**config.mk**
```make
export PLATFORM = sky130hd
export DESIGN_NAME = mac_unit
export DESIGN_NICKNAME = d
export VERILOG_FILES = /design/src/rtl/mac_pkg.sv /design/src/rtl/mac_ctrl.sv /design/src/rtl/mac_mult.sv /design/src/rtl/mac_accum.sv /design/src/rtl/mac_unit.sv
export SDC_FILE = /design/constraint.sdc
export NUM_CORES = 2
export LEC_CHECK = 0
export BUFFER_PORTS_ARGS = -buffer_cell sky130_fd_sc_hd__buf_2
export CORE_MARGIN = 2
export CORE_UTILIZATION = 59
export DETAILED_ROUTE_END_ITERATION = 6
export PLACE_DENSITY = 0.76
export SETUP_SLACK_MARGIN = 0.5
export SYNTH_ARGS = -nofsm -noshare
export SYNTH_HDL_FRONTEND = slang
export SYNTH_SLANG_ARGS = --single-unit
```
**constraint.sdc**
```tcl
create_clock -name clk_i -period 13.1 [get_ports clk_i]
set_input_delay 1.965 -clock clk_i [delete_from_list [all_inputs] [get_ports clk_i]]
set_output_delay 1.965 -clock clk_i [all_outputs]
set_load 0.02 [all_outputs]
```
**src/rtl/mac_pkg.sv**
```systemverilog
package mac_pkg;
  typedef enum logic [1:0] {
    OP_SMUL = 2'd0,
    OP_UMUL = 2'd1,
    OP_MAC  = 2'd2,
    OP_MACH = 2'd3
  } mac_op_e;

  typedef enum logic [1:0] {
    PH_IDLE = 2'd0,
    PH_MUL  = 2'd1,
    PH_ACC  = 2'd2
  } mac_phase_e;
endpackage

```
**src/rtl/mac_ctrl.sv**
```systemverilog
module mac_ctrl
  import mac_pkg::*;
(
  input  logic clk_i,
  input  logic rst_ni,
  input  logic start_i,
  output logic cap_o,
  output logic mul_o,
  output logic wr_o,
  output logic busy_o,
  output logic done_o
);
  mac_phase_e phase_q, phase_d;
  logic       done_q;

  assign cap_o  = start_i && (phase_q == PH_IDLE);
  assign mul_o  = (phase_q == PH_MUL);
  assign wr_o   = (phase_q == PH_ACC);
  assign busy_o = (phase_q != PH_IDLE);
  assign done_o = done_q;

  always_comb begin
    phase_d = phase_q;
    unique case (phase_q)
      PH_IDLE: if (start_i) phase_d = PH_MUL;
      PH_MUL:  phase_d = PH_ACC;
      PH_ACC:  phase_d = PH_IDLE;
      default: phase_d = PH_IDLE;
    endcase
  end

  always_ff @(posedge clk_i or negedge rst_ni) begin
    if (!rst_ni) begin
      phase_q <= PH_IDLE;
      done_q  <= 1'b0;
    end else begin
      phase_q <= phase_d;
      done_q  <= wr_o;
    end
  end
endmodule

```
**src/rtl/mac_mult.sv**
```systemverilog
module mac_mult
  import mac_pkg::*;
#(
  parameter int DW = 32
) (
  input  logic            clk_i,
  input  logic            rst_ni,
  input  logic            cap_i,
  input  logic            mul_i,
  input  mac_op_e         op_i,
  input  logic [DW-1:0]   a_i,
  input  logic [DW-1:0]   b_i,
  output mac_op_e         op_o,
  output logic [2*DW-1:0] prod_o
);
  localparam int HW = DW / 2;
  localparam int EW = DW + 1;
  localparam int PW = 2 * EW;

  logic [DW-1:0]   a_q, b_q;
  mac_op_e         op_q;
  logic [EW-1:0]   ea, eb;
  logic [PW-1:0]   wa, wb, p_full;
  logic [2*DW-1:0] prod_q;

  // one widened multiplier covers signed, unsigned and half-width forms
  always_comb begin
    unique case (op_q)
      OP_UMUL: begin
        ea = {1'b0, a_q};
        eb = {1'b0, b_q};
      end
      OP_MACH: begin
        ea = {{(EW-HW){a_q[HW-1]}}, a_q[HW-1:0]};
        eb = {{(EW-HW){b_q[HW-1]}}, b_q[HW-1:0]};
      end
      default: begin
        ea = {a_q[DW-1], a_q};
        eb = {b_q[DW-1], b_q};
      end
    endcase
  end

  assign wa     = {{EW{ea[EW-1]}}, ea};
  assign wb     = {{EW{eb[EW-1]}}, eb};
  assign p_full = wa * wb;

  always_ff @(posedge clk_i or negedge rst_ni) begin
    if (!rst_ni) begin
      a_q    <= '0;
      b_q    <= '0;
      op_q   <= OP_SMUL;
      prod_q <= '0;
    end else begin
      if (cap_i) begin
        a_q  <= a_i;
        b_q  <= b_i;
        op_q <= op_i;
      end
      if (mul_i) prod_q <= p_full[2*DW-1:0];
    end
  end

  assign op_o   = op_q;
  assign prod_o = prod_q;
endmodule

```
**src/rtl/mac_accum.sv**
```systemverilog
module mac_accum
  import mac_pkg::*;
#(
  parameter int DW = 32
) (
  input  mac_op_e         op_i,
  input  logic            sat_i,
  input  logic [2*DW-1:0] acc_i,
  input  logic [2*DW-1:0] prod_i,
  output logic [2*DW-1:0] acc_o
);
  localparam int AW = 2 * DW;
  localparam int HW = DW / 2;

  logic [AW-1:0] sum;
  logic          neg_ovf, pos_ovf;

  assign sum = acc_i + prod_i;
  // bits AW-2..DW-1 must all equal the sign for the sum to fit in DW signed bits
  assign neg_ovf = sum[AW-1] && !(&sum[AW-2:DW-1]);
  assign pos_ovf = !sum[AW-1] && (|sum[AW-2:DW-1]);

  always_comb begin
    acc_o = sum;
    unique case (op_i)
      OP_SMUL, OP_UMUL: acc_o = prod_i;
      OP_MAC: begin
        if (sat_i) begin
          if (sum[AW-1]) acc_o[AW-1 -: HW] = '1;
          else           acc_o[AW-1:DW+HW-1] = '0;
        end
      end
      OP_MACH: begin
        if (sat_i && neg_ovf)
          acc_o = {{{(DW-1){1'b0}}, 1'b1}, 1'b1, {(DW-1){1'b0}}};
        else if (sat_i && pos_ovf)
          acc_o = {{{(DW-1){1'b0}}, 1'b1}, 1'b0, {(DW-1){1'b1}}};
      end
      default: acc_o = sum;
    endcase
  end
endmodule

```
**src/rtl/mac_unit.sv**
```systemverilog
module mac_unit
  import mac_pkg::*;
#(
  parameter int DW = 32
) (
  input  logic          clk_i,
  input  logic          rst_ni,
  input  logic          start_i,
  input  logic          clear_i,
  input  logic [1:0]    op_i,
  input  logic          sat_i,
  input  logic [DW-1:0] opa_i,
  input  logic [DW-1:0] opb_i,
  output logic [DW-1:0] acc_hi_o,
  output logic [DW-1:0] acc_lo_o,
  output logic          busy_o,
  output logic          done_o
);
  localparam int AW = 2 * DW;

  logic          cap, mul, wr;
  logic          sat_q;
  mac_op_e       op_s;
  logic [AW-1:0] prod, acc_q, acc_nxt;

  mac_ctrl i_ctrl (
    .clk_i   (clk_i),
    .rst_ni  (rst_ni),
    .start_i (start_i),
    .cap_o   (cap),
    .mul_o   (mul),
    .wr_o    (wr),
    .busy_o  (busy_o),
    .done_o  (done_o)
  );

  mac_mult #(.DW(DW)) i_mult (
    .clk_i  (clk_i),
    .rst_ni (rst_ni),
    .cap_i  (cap),
    .mul_i  (mul),
    .op_i   (mac_op_e'(op_i)),
    .a_i    (opa_i),
    .b_i    (opb_i),
    .op_o   (op_s),
    .prod_o (prod)
  );

  mac_accum #(.DW(DW)) i_accum (
    .op_i   (op_s),
    .sat_i  (sat_q),
    .acc_i  (acc_q),
    .prod_i (prod),
    .acc_o  (acc_nxt)
  );

  always_ff @(posedge clk_i or negedge rst_ni) begin
    if (!rst_ni) begin
      sat_q <= 1'b0;
      acc_q <= '0;
    end else begin
      if (cap) sat_q <= sat_i;
      // clear outranks a coincident write
      if (clear_i)  acc_q <= '0;
      else if (wr)  acc_q <= acc_nxt;
    end
  end

  assign acc_hi_o = acc_q[AW-1:DW];
  assign acc_lo_o = acc_q[DW-1:0];
endmodule

```
# ---- Yosys cells after proc, flatten, opt, wreduce, memory -nomap -nowiden
# Cells that the tools add are included.
dict set report totals {
  ff_bits 198
  input_bits 71
  out_inout_bits 66
}
dict set report op_classes {
  n_addsub 1
  mul 1
  n_eq_ne 6
  muxes 13
  reduce_logical 14
}
# op n
set ops {}
lappend ops {{$mux W64} 4}
lappend ops {{$pmux W33 S2} 2}
lappend ops {{$pmux W47 S2} 1}
lappend ops {{$add A64 B64 Y64} 1}
lappend ops {{$mul A33 B33 Y64} 1}
lappend ops {{$pmux W17 S3} 1}
lappend ops {{$reduce_and A32 Y1} 1}
lappend ops {{$reduce_or A32 Y1} 1}
lappend ops {{$mux W17} 1}
lappend ops {{$mux W16} 1}
lappend ops {{$eq A2 B2 Y1 const B} 3}
lappend ops {{$logic_and A1 B1 Y1} 5}
lappend ops {{$eq A2 B1 Y1 const B} 2}
lappend ops {{$logic_not A2 Y1} 2}
lappend ops {{$pmux W2 S2} 1}
lappend ops {{$reduce_bool A2 Y1} 2}
lappend ops {{$logic_not A1 Y1} 2}
lappend ops {{$mux W2} 1}
lappend ops {{$ne A2 B2 Y1 const B} 1}
lappend ops {{$reduce_or A2 Y1} 1}
lappend ops {{$mux W1} 1}

# ---- Depth between registers and ports, before layout
dict set report logic_depth {
  ltp_word 9
  depth_mapped 38
  ltp_nobuf 33
}

# ---- Hierarchy
# Synthesis repeated with hierarchy kept, for this count alone.
dict set report unflattened {
  hier_cells 5753
  area_unflattened_um2 52325.2
}
# module n_inst cells_each area_per_inst_um2
set by_module_without_submodules {}
lappend by_module_without_submodules {mac_mult 1 4563 43269.0}
lappend by_module_without_submodules {mac_accum 1 973 6293.5}
lappend by_module_without_submodules {mac_unit 1 208 2647.5}
lappend by_module_without_submodules {mac_ctrl 1 9 115.1}

# ---- Worst setup path after synthesis
# No wires, ideal clock.
dict set report synth_timing {
  path_kind {reg-to-reg}
  start {reg i_mult.op_q[1], in the netlist i_mult.op_o[1]}
  end {reg i_mult.prod_q[60], in the netlist i_mult.prod_o[60]}
  arrival_time_ns 8.519
  required_ns 12.967
  slack_ns 4.448
  path_stages_with_launch 33
  path_buffers 4
  synth_period_minus_slack_ns 8.652
  path_cell_list {dfrtp_1 -> clkbuf_1 -> and3_1 -> clkbuf_1 -> clkbuf_1 -> a21o_1 -> clkbuf_1 -> nand2_1 -> fa_1 -> fa_1 -> inv_1 -> fa_1 -> inv_1 -> fa_1 -> fa_1 -> fa_1 -> fa_1 -> fa_1 -> inv_1 -> ha_1 -> o21ai_0 -> nand2b_1 -> a21oi_1 -> o22ai_1 -> a221o_1 -> a21oi_1 -> o22ai_1 -> nor2_1 -> o211ai_1 -> a21o_1 -> a21oi_1 -> xor2_1 -> o21ai_0}
}
dict set report synth_between {
  elab_chain_cells 3
}
# item line
set synth_lines {}
lappend synth_lines {{start: declaration} mac_mult.sv:21} ;# mac_op_e op_q;
lappend synth_lines {{start signal: assignment} mac_mult.sv:58} ;# op_q <= op_i;
lappend synth_lines {{$eq A2 B2 Y1 or $eq A2 B1 Y1 (tied branches)} mac_mult.sv:28} ;# unique case (op_q)
lappend synth_lines {{$pmux W33 S2} mac_mult.sv:28}
lappend synth_lines {{$mul A33 B33 Y64 *} mac_mult.sv:46} ;# assign p_full = wa * wb;
lappend synth_lines {{end signal: assignment} mac_mult.sv:60} ;# if (mul_i) prod_q <= p_full[2*DW-1:0];
lappend synth_lines {{end: declaration} mac_mult.sv:24} ;# logic [2*DW-1:0] prod_q;
# Every way passes the cells marked *; elsewhere a longest branch is shown, timed or not.
# A chain may end at the register's enable or synchronous reset.

# ---- Worst setup path in the final report
dict set report layout_timing {
  start {reg i_mult.op_q[1], in the netlist i_mult.op_o[1]}
  end {reg i_mult.prod_q[62], in the netlist i_mult.prod_o[62]}
}
# The elaborated chain is that of the path after synthesis.

==> results by group <==
Outcome
  – Status: completed

Setup path
  – Worst path required time: 13.49 ns
  – Type of origin of the critical path: flip-flop
  – Critical path launch point: i_mult.op_o[1]$_DFFE_PN0P_
  – Critical path type: flip-flop to flip-flop
  – FF-to-FF End: i_mult.prod_o[62]$_DFFE_PN0N_
  – R2r startpoint: i_mult.op_o[1]$_DFFE_PN0P_
  – Worst setup path endpoint: i_mult.prod_o[62]$_DFFE_PN0N_
  – Worst reg-to-reg path cell count: 30
  – Crit path max-delay cell type: a21o_1
  – Most frequent CP cell: fa_1
  – CP Capture Type: flip-flop
  – Critical path arrival: approximately 11 ns
  – Crit path max fanout: 54
  – Crit-path max cell delay: 0.83 ns
  – Reg2Reg Setup Slack: 2.62 ns

Logic synthesis
  – Synth Flop Type: dfrtp_1
  – Area leader, netlist: fa_1
  – Synth warn: 0
  – Asr flop ratio synth: 100%
  – Cells after Synth: between 5,000 and 6,000
  – Yosys top cell area share: ~45%
  – Sequential share of the synthesized area: roughly a tenth
  – EDFF count, synth: 0
  – Area contributors post-synth: fa_1, dfrtp_1, inv_1
  – Syn_area_per_cell: slightly above 9 µm²
  – Most frequent cell after synthesis: fa_1
  – Area of the mapped netlist: 49,900 µm²
  – Commonest cells post-synth: fa_1, inv_1, nand2_1
  – Netlist cell types: 81
  – Synthesized Nets: slightly below 7,000
  – Yosys reg bits: 198

STA
  – Shortest period the worst path allows: roughly 10 ns
  – Final Skew: ~0.024 ns
  – Max transition margin: 15.5%
  – Max frequency: between 90 and 100 MHz
  – RSZ-0062 raised after global routing: no
  – Total Neg Setup Slack: 0 ns
  – Final hold violation count: 0
  – Final slew viol count: 0
  – Actual slew at the worst max-slew pin: roughly 1.3 ns
  – Crit share post-route: 80.0%
  – Final setup violation count: 0

Detailed routing
  – WL/cell: 21.9 µm
  – Total length of routed wires: 143,000 µm
  – Iteration-0 DRC Markers: roughly 3,000
  – Drt drc: 0
  – Vias: between 30,000 and 40,000
  – Vias per inst: a little under 6
  – Antenna-violating nets left: 0
  – Pre-antenna DRT Iters: 5

Clock tree
  – Clock buffer depth: 2
  – Clk slew on worst S/H paths: 0.10 ns
  – Hold buffers post-CTS: 0
  – Post-CTS Resized: 0
  – Clk sinks: between 150 and 200
  – Clk root buf: clkbuf_16
  – CTS buffer count: 17
  – Latest clock arrival within the worst-skew pair: between 0.5 and 0.6 ns
  – Max H-tree Level: 4
  – Post-CTS setup buffer count: 0
  – CTS tree: yes

Worst hold path
  – Type of the most critical hold path: flip-flop to flip-flop

Global route
  – Global-route wire length before repair: roughly 230,000 µm
  – Initial antenna violation count: 4
  – Vias in the first global route: roughly 40,000
  – Total gr overflow: 0
  – Largest net degree at the start of global routing: 89
  – Overall global routing resource usage: roughly a third

Final layout
  – Share of post-route cells with drive strength above 1: slightly above 6%
  – Nets@finish: roughly 6,900
  – Layout Area Growth over Synthesis: 4.47%
  – Fillers: about 7,100

Die
  – Die Wd: between 200 and 300 µm
  – Die Height: around 290 µm
  – Row count: between 100 and 150
  – Total core area: around 84,000 µm²
  – Die Area: roughly 87,000 µm²
  – I/O pin total: 137
  – Initial core utilization: a little under 60%

Place
  – Dpl hpwl: 116,000 µm
  – I/O Buffers: between 100 and 150
  – Routability Congestion: slightly below 1

Flow run
  – Max-Cap Viols: 0
## cells by family after synthesis
logic type / Yosys count / synth area share [%]
buffers and inverters: 1380 / 10.5
and+or+nand+nor: 1590 / 14.6
DFF: 198 / 9.93
xor gates and xnor gates: 132 / 2.32
AOI/OAI and AO/OA: 694 / 9.07
muxes: 68 / 1.53
adders and majority gates: 1401 / 52.1
## cell type report
cell class	count	area (µm²)	area share (%)
Tap cell	1134	1420	2.72
Multi-Input combinational cell	3885	39800	76.3
Inverter	1103	4140	7.94
Sequential cell	198	4960	9.50
Clock buffer	17	425	0.816
Antenna cell	1	2.50	0.00480
Timing Repair Buffer	210	1250	2.39
Clock inverter	15	194	0.372
## how the worst min path moves through the flow
stage                                        startpoint                            end  slack [ns]  depth (start not counted)
after floorplan           i_mult.prod_o[40]$_DFFE_PN0N_  i_mult.prod_o[40]$_DFFE_PN0N_        0.47                          2
after global placement       i_mult.a_q[14]$_DFFE_PN0P_     i_mult.a_q[14]$_DFFE_PN0P_        0.49                          1
after detailed placement      i_mult.a_q[8]$_DFFE_PN0P_      i_mult.a_q[8]$_DFFE_PN0P_        0.50                          1
after CTS                     i_mult.a_q[8]$_DFFE_PN0P_      i_mult.a_q[8]$_DFFE_PN0P_        0.52                          1
after global routing         i_mult.b_q[11]$_DFFE_PN0P_     i_mult.b_q[11]$_DFFE_PN0P_        0.53                          1
final                         i_mult.a_q[8]$_DFFE_PN0P_      i_mult.a_q[8]$_DFFE_PN0P_        0.51                          1
## flip-flops by register name (all words and copies together), names as in the netlist
signal / count
acc_q: 64
i_ctrl.done_o: 1
i_ctrl.phase_q: 2
i_mult.a_q: 32
i_mult.b_q: 32
i_mult.op_o: 2
i_mult.prod_o: 64
sat_q: 1
## placed cells by master (no fill, tap or decap), types with 87 or more instances in the layout
cell type     n
buf_2       135
a21oi_1     185
o21ai_0     144
a21o_1       93
ha_1        275
nand2_1     814
and2_1      342
xnor2_1      87
inv_1      1102
fa_1       1126
dfrtp_1     197
nor2_1      241
## layer usage
metal / up-vias / GRT usage [%] / wire length (µm)
met5: - / 0 / 24
met4: 4 / 18.6 / 8850
met3: 449 / 4.72 / 9960
met2: 1811 / 57.4 / 70500
met1: 19728 / 44.1 / 54100
li1: 16576 / - / -
## worst max-delay path: cells and delay by family, from the launching register on
family                     cells  cell delay [ns]
and+or+nand+nor                3             1.30
DFF                            1             0.35
buffers and inverters          6             1.08
xor gates and xnor gates       1             0.18
adders and majority gates      9             4.48
AOI/OAI and AO/OA             11             2.87
## per-stage QoR
step           hold slack (ns)  util [%]  std cells  setup WS, ns  instance area (µm²)
4_1_cts                  0.517      62.3       6562          2.76                52100
6_report                 0.515      62.3       6563          2.62                52100
3_3_place_gp             0.493      61.6       6530          2.96                51500
5_1_grt                  0.535      62.3       6563          2.18                52100
2_1_floorplan            0.466         -       5463          4.45                49900
3_5_place_dp             0.497      61.6       6530          2.82                51500
Power is left out: the tool's default activity adds up to more than one toggle a clock period on the data nets, which glitch-free logic cannot reach.
